===== config.mk =====
export PLATFORM = sky130hd
export DESIGN_NAME = spim_top
export DESIGN_NICKNAME = d
export VERILOG_FILES = /design/src/rtl/spim_pkg.sv /design/src/rtl/spim_regs.sv /design/src/rtl/spim_clkdiv.sv /design/src/rtl/spim_shift.sv /design/src/rtl/spim_top.sv
export SDC_FILE = /design/constraint.sdc
export NUM_CORES = 1
export LEC_CHECK = 0
export CAP_MARGIN = 0
export CORE_ASPECT_RATIO = 0.8
export CORE_MARGIN = 1.5
export CORE_UTILIZATION = 30
export DETAILED_ROUTE_END_ITERATION = 10
export PLACE_DENSITY = 0.58
export SKIP_LAST_GASP = 1
export SLEW_MARGIN = 20
export SYNTH_ARGS = -nofsm -noshare
export SYNTH_HDL_FRONTEND = slang
export SYNTH_SLANG_ARGS = --single-unit

===== constraint.sdc =====
create_clock -name clk -period 1.5 [get_ports clk]
set_clock_uncertainty 0.1 [all_clocks]
set_input_delay 0.225 -clock clk [delete_from_list [all_inputs] [get_ports clk]]
set_output_delay 0.225 -clock clk [all_outputs]
set_load 0.03 [all_outputs]

===== src/rtl/spim_pkg.sv =====
package spim_pkg;
    localparam int BUS_W     = 32;
    localparam int BYTE_W    = 8;
    localparam int DIV_W     = 5;
    localparam int NCS       = 3;
    localparam int START_BIT = 1;
    localparam int LOOP_BIT  = 3;
    localparam int DIV_LSB   = BUS_W - DIV_W;
    localparam int EDGES     = 2 * BYTE_W;
    localparam int EDGE_W    = $clog2(EDGES) + 1;

    typedef struct packed {
        logic [DIV_W-1:0] div;
        logic             loop;
        logic [NCS-1:0]   cs;
    } cfg_t;

    localparam cfg_t CFG_RESET = '{div: '0, loop: 1'b0, cs: '1};

    function automatic cfg_t unpack_cfg(input logic [BUS_W-1:0] w);
        cfg_t c;
        c.div  = w[DIV_LSB +: DIV_W];
        c.loop = w[LOOP_BIT];
        for (int i = 0; i < NCS; i++) c.cs[i] = w[2*i];
        return c;
    endfunction

    function automatic logic [BUS_W-1:0] pack_status(input cfg_t c, input logic busy);
        logic [BUS_W-1:0] w;
        w = '0;
        w[DIV_LSB +: DIV_W] = c.div;
        w[LOOP_BIT]         = c.loop;
        w[START_BIT]        = busy;
        for (int i = 0; i < NCS; i++) w[2*i] = c.cs[i];
        return w;
    endfunction
endpackage


===== src/rtl/spim_regs.sv =====
module spim_regs
    import spim_pkg::*;
(
    input  logic             clk,
    input  logic             rst,
    input  logic             wr,
    input  logic             sel_data,
    input  logic [BUS_W-1:0] wdata,
    input  logic             busy,
    output cfg_t             cfg,
    output logic [BYTE_W-1:0] tx,
    output logic             start
);
    logic accept;
    assign accept = wr && !busy;
    assign start  = accept && !sel_data && wdata[START_BIT];

    always_ff @(posedge clk) begin
        if (rst) begin
            cfg <= CFG_RESET;
            tx  <= '0;
        end else if (accept) begin
            if (sel_data) tx  <= wdata[BYTE_W-1:0];
            else          cfg <= unpack_cfg(wdata);
        end
    end

    // configuration frozen for the whole transfer
    a_r8_cfg_frozen: assert property (@(posedge clk) disable iff (rst)
        (busy && $past(busy)) |-> ($stable(cfg) && $stable(tx)));
endmodule


===== src/rtl/spim_clkdiv.sv =====
module spim_clkdiv
    import spim_pkg::*;
(
    input  logic             clk,
    input  logic             rst,
    input  logic             run,
    input  logic [DIV_W-1:0] div,
    output logic             tick
);
    logic [DIV_W-1:0] cnt;

    assign tick = run && (cnt == div);

    always_ff @(posedge clk) begin
        if (rst || !run)  cnt <= '0;
        else if (tick)    cnt <= '0;
        else              cnt <= cnt + 1'b1;
    end

    // half-period counter never passes the divider value
    a_r5_cnt_range: assert property (@(posedge clk) disable iff (rst)
        cnt <= div);
endmodule


===== src/rtl/spim_shift.sv =====
module spim_shift
    import spim_pkg::*;
(
    input  logic              clk,
    input  logic              rst,
    input  logic              start,
    input  logic              tick,
    input  logic [BYTE_W-1:0] tx,
    input  logic              loop,
    input  logic              miso,
    output logic              busy,
    output logic              sck,
    output logic              mosi,
    output logic [BYTE_W-1:0] rx
);
    logic [BYTE_W-1:0] sh;
    logic [EDGE_W-1:0] edges;
    logic              in_bit;

    assign mosi   = sh[BYTE_W-1];
    assign in_bit = loop ? sh[BYTE_W-1] : miso;

    always_ff @(posedge clk) begin
        if (rst) begin
            busy  <= 1'b0;
            sck   <= 1'b0;
            sh    <= '0;
            rx    <= '0;
            edges <= '0;
        end else if (start) begin
            busy  <= 1'b1;
            sck   <= 1'b0;
            sh    <= tx;
            edges <= '0;
        end else if (busy && tick) begin
            sck   <= ~sck;
            edges <= edges + 1'b1;
            if (!sck) rx <= {rx[BYTE_W-2:0], in_bit};
            else      sh <= {sh[BYTE_W-2:0], 1'b0};
            if (edges == EDGE_W'(EDGES - 1)) busy <= 1'b0;
        end
    end

    // SCK idles low
    a_r5_sck_idle: assert property (@(posedge clk) disable iff (rst)
        !busy |-> !sck);
    // MOSI moves only on a falling SCK edge
    a_r6_mosi_hold: assert property (@(posedge clk) disable iff (rst)
        (busy && $past(busy) && !$fell(sck)) |-> $stable(mosi));
    // an accepted start raises busy
    a_r2_start_busy: assert property (@(posedge clk) disable iff (rst)
        start |=> busy);
endmodule


===== src/rtl/spim_top.sv =====
module spim_top
    import spim_pkg::*;
(
    input  logic             clk,
    input  logic             rst,
    input  logic             bus_wr,
    input  logic [2:0]       bus_addr,
    input  logic [BUS_W-1:0] bus_wdata,
    output logic [BUS_W-1:0] bus_rdata,
    output logic             spi_sck,
    output logic             spi_mosi,
    input  logic             spi_miso,
    output logic [NCS-1:0]   spi_cs
);
    cfg_t              cfg;
    logic [BYTE_W-1:0] tx, rx;
    logic              start, busy, tick, sel_data;
    logic              unused_addr;

    assign sel_data    = bus_addr[2];
    assign unused_addr = ^bus_addr[1:0];

    spim_regs u_regs (
        .clk(clk), .rst(rst), .wr(bus_wr), .sel_data(sel_data),
        .wdata(bus_wdata), .busy(busy), .cfg(cfg), .tx(tx), .start(start)
    );

    spim_clkdiv u_div (
        .clk(clk), .rst(rst), .run(busy), .div(cfg.div), .tick(tick)
    );

    spim_shift u_shift (
        .clk(clk), .rst(rst), .start(start), .tick(tick), .tx(tx),
        .loop(cfg.loop), .miso(spi_miso), .busy(busy), .sck(spi_sck),
        .mosi(spi_mosi), .rx(rx)
    );

    for (genvar i = 0; i < NCS; i++) begin : g_cs
        assign spi_cs[i] = cfg.cs[i];
    end

    assign bus_rdata = sel_data ? {{(BUS_W-BYTE_W){1'b0}}, rx}
                                : pack_status(cfg, busy);

    // data reads keep the upper bits clear
    a_r7_upper_zero: assert property (@(posedge clk) disable iff (rst)
        sel_data |-> (bus_rdata[BUS_W-1:BYTE_W] == '0));
endmodule


==> run_results.csv <==
group,metric,value,unit
clock_network,clk_latency,0.30,ns
synthesis,yosysWarnings,0,
cells_and_area,final_core_util,49.2,%
clock_network,clock-sinks,45,
synthesis,netlist_instances,244,
synthesis,synth_compound_area_share,13.1,%
synthesis,synth_area,2230,um2
clock_network,htree_levels,2,
clock_network,holdBufCountCts,0,
clock_network,cts_buffers,5,
cells_and_area,final_common_cell,"buf_4",
critical_path,critPathCaptureType,"flop",
place,hpwl,3900,um
clock_network,cts_buffer_depth,2,
run_status,violations,"setup timing",
synthesis,postSynth.asyncResetShare,0,%
critical_path,crit_family,"simple AND/OR/NAND/NOR gates",
synthesis,synth_seq_cells,45,
critical_path,crit_path_start_kind,"flop",
cells_and_area,fill_cells,665,
sta,final.setup.tns,-0.889,ns
grt,grt_use_total,15.5,%
floorplan,fp.dieW,99.3,um
synthesis,synthDistinctLibCells,39,
synthesis,yosys.area_share.simple,21.0,%
critical_path,critPathMaxFanout,5,
route,vias_per_cell,4.85,
place,io_buffers,35,
sta,hold_violations,0,
run_status,status,"finished, violations left",
critical_path,path_class,"flop to flop",
synthesis,synth_top_family_by_area,"simple AND/OR/NAND/NOR gates",
cells_and_area,drive_above_1_share,43.9,%
sta,slew_viol_final,0,
critical_path,crit_slowest_cell,"dfxtp_4",
sta,layout_setup_ws,-0.112,ns
critical_path,critPathBufInv,1,
synthesis,ys_dominant_reg_cell,"dfxtp_1",
clock_network,ctsRootBufferMaster,"clkbuf_8",
cells_and_area,insertedDiodeCount,0,
clock_network,clk_pin_slew,0.08,ns
place,place.gp.congestion,0.730,
route,wire_per_inst,14.8,um
sta,timing.fmax,620,MHz
synthesis,synthAdderAreaFrac,1.69,%
cells_and_area,final_cell_mix,"buf_4 (48), nor2_1 (31), dfxtp_1 (31)",
grt,grt_max_degree,31,
route,antenna_left,0,
sta,fin_crit_sh,107,%
grt,antenna_found_initial,0,
sta,fin_crit,1.61,ns
floorplan,die-area,7950,um2
route,vias,2014,
route,drc,0,
synthesis,synth_edf_count,0,
hold_path,hp-class,"flop to flop",
floorplan,core_area,7030,um2
synthesis,synth-xor-area-share,3.82,%
sta,finalSetupViolCount,16,
power,p_leak,1.36,nW
power,ir_drop,0.000500,V
floorplan,start_util,31.7,%
critical_path,cpPeakStageDelay,0.37,ns
critical_path,required,1.58,ns
grt,gr-total-overflow,0,
sta,rsz0062_at_grt,"true",
floorplan,rows,27,
clock_network,cts_tree,"done",
place,place_ws,-0.693,ns
floorplan,chipHeight,80.0,um
cells_and_area,syn_to_final_growth,55.2,%
floorplan,num_io_pins,76,
grt,grt_pass1_wl,9580,um
route,drtIter0Drc,78,
synthesis,synthMuxAreaShare,8.77,%
critical_path,crit_arrival,1.69,ns
synthesis,seq_area_frac_synth,40.5,%
sta,whs,0.368,ns
critical_path,cp_cell_sequence,"xnor2_4 > nand3_4 > buf_6 > nor4_2 > a2111oi_4",
grt,first_global_vias,1821,
synthesis,avgSynthCellArea,9.12,um2
power,power_density,775,nW/um2
flow_run,cap_violations,0,
cells_and_area,final_nets,369,
route,firstDrtPassIters,4,
route,drt-total-wl,6130,um
power,finalPower,0.00268,W
worst min-delay path: stages (launching register included):
cell	delay (ns)
dfxtp_1	0.31
o21ai_0	0.06
a21oi_1	0.06
timing repair:
item	4_1_cts	5_1_grt
setup buffers	10	3
setup endpoints to repair	54	37
resized for setup	80	36
hold endpoints to repair	0	0
pin swaps	28	11
cloned	3	1
power breakdown:
part / total, W / leakage, nW / internal [W] / switching [W]
clock: 0.000758 / 0.0374 / 0.000329 / 0.000429
sequential: 0.00127 / 0.374 / 0.00123 / 0.0000367
combinational: 0.000650 / 0.945 / 0.000296 / 0.000354
worst paths after layout:
kind | from | endpoint | slack [ns] | cells past startpoint
max | u_regs.cfg[7]$_SDFFE_PP0N_ | u_shift.sh[1]$_SDFFE_PP0P_ | -0.11 | 5
min | u_shift.rx[7]$_SDFFE_PP0P_ | u_shift.rx[7]$_SDFFE_PP0P_ | 0.37 | 2
max reg2reg | u_regs.cfg[7]$_SDFFE_PP0N_ | u_shift.sh[1]$_SDFFE_PP0P_ | -0.11 | 5
min reg2reg | u_shift.rx[7]$_SDFFE_PP0P_ | u_shift.rx[7]$_SDFFE_PP0P_ | 0.37 | 2
sequential cells by signal, indices dropped and copies added, names as in the netlist:
signal,count
u_regs.tx,8
u_shift.sh,8
u_shift.sck,1
u_regs.cfg,9
u_div.cnt,5
u_shift.edges,5
u_shift.busy,1
u_shift.rx,8
synth_stat cells, types with 3 or more instances:
library cell | number | area share (%)
o21ai_0 | 13 | 2.9
nor4_1 | 6 | 1.7
a2111oi_1 | 4 | 1.8
mux2i_1 | 15 | 6.7
buf_4 | 24 | 8.1
nand3_1 | 14 | 3.1
xnor2_1 | 4 | 1.6
nor2_1 | 31 | 5.2
nor2b_1 | 8 | 2.2
nand2_1 | 6 | 1.0
mux2_2 | 4 | 2.0
a211o_1 | 3 | 1.2
a21oi_1 | 16 | 3.6
buf_2 | 4 | 0.90
ha_1 | 3 | 1.7
dfxtp_1 | 45 | 40
clkbuf_1 | 8 | 1.3
inv_1 | 4 | 0.67
and2_1 | 3 | 0.84
layout make-up:
type / instances / area [um2] / area share [%]
Clock buffer: 6 / 72.6 / 2.10
Clock inverter: 2 / 15.0 / 0.435
Inverter: 4 / 15.0 / 0.435
Multi-Input combinational cell: 179 / 1510 / 43.6
Sequential cell: 45 / 931 / 26.9
Tap cell: 87 / 109 / 3.15
Timing Repair Buffer: 92 / 807 / 23.4
per-stage QoR:
stage | std cells | instance area (um2)
detailed placement | 390 | 2890
finish | 415 | 3450
floorplan | 262 | 2340
global route | 415 | 3450
global placement | 390 | 2890
CTS | 411 | 3330
layer usage:
layer	up-vias	global-route usage (%)	share of wire, %
met3	5	4.12	5.2
met5	-	0	0
li1	997	-	-
met1	959	21.2	48
met2	53	24.7	46
met4	0	2.96	0.59
cells by family after synthesis:
logic type | after synthesis
DFF | 45
xor gates and xnor gates | 8
muxes | 19
and+or+nand+nor | 84
other | 1
AOI/OAI and AO/OA | 44
buffers and inverters | 40
adders and majority gates | 3
No activity file was read; power rests on OpenSTA's default activity.
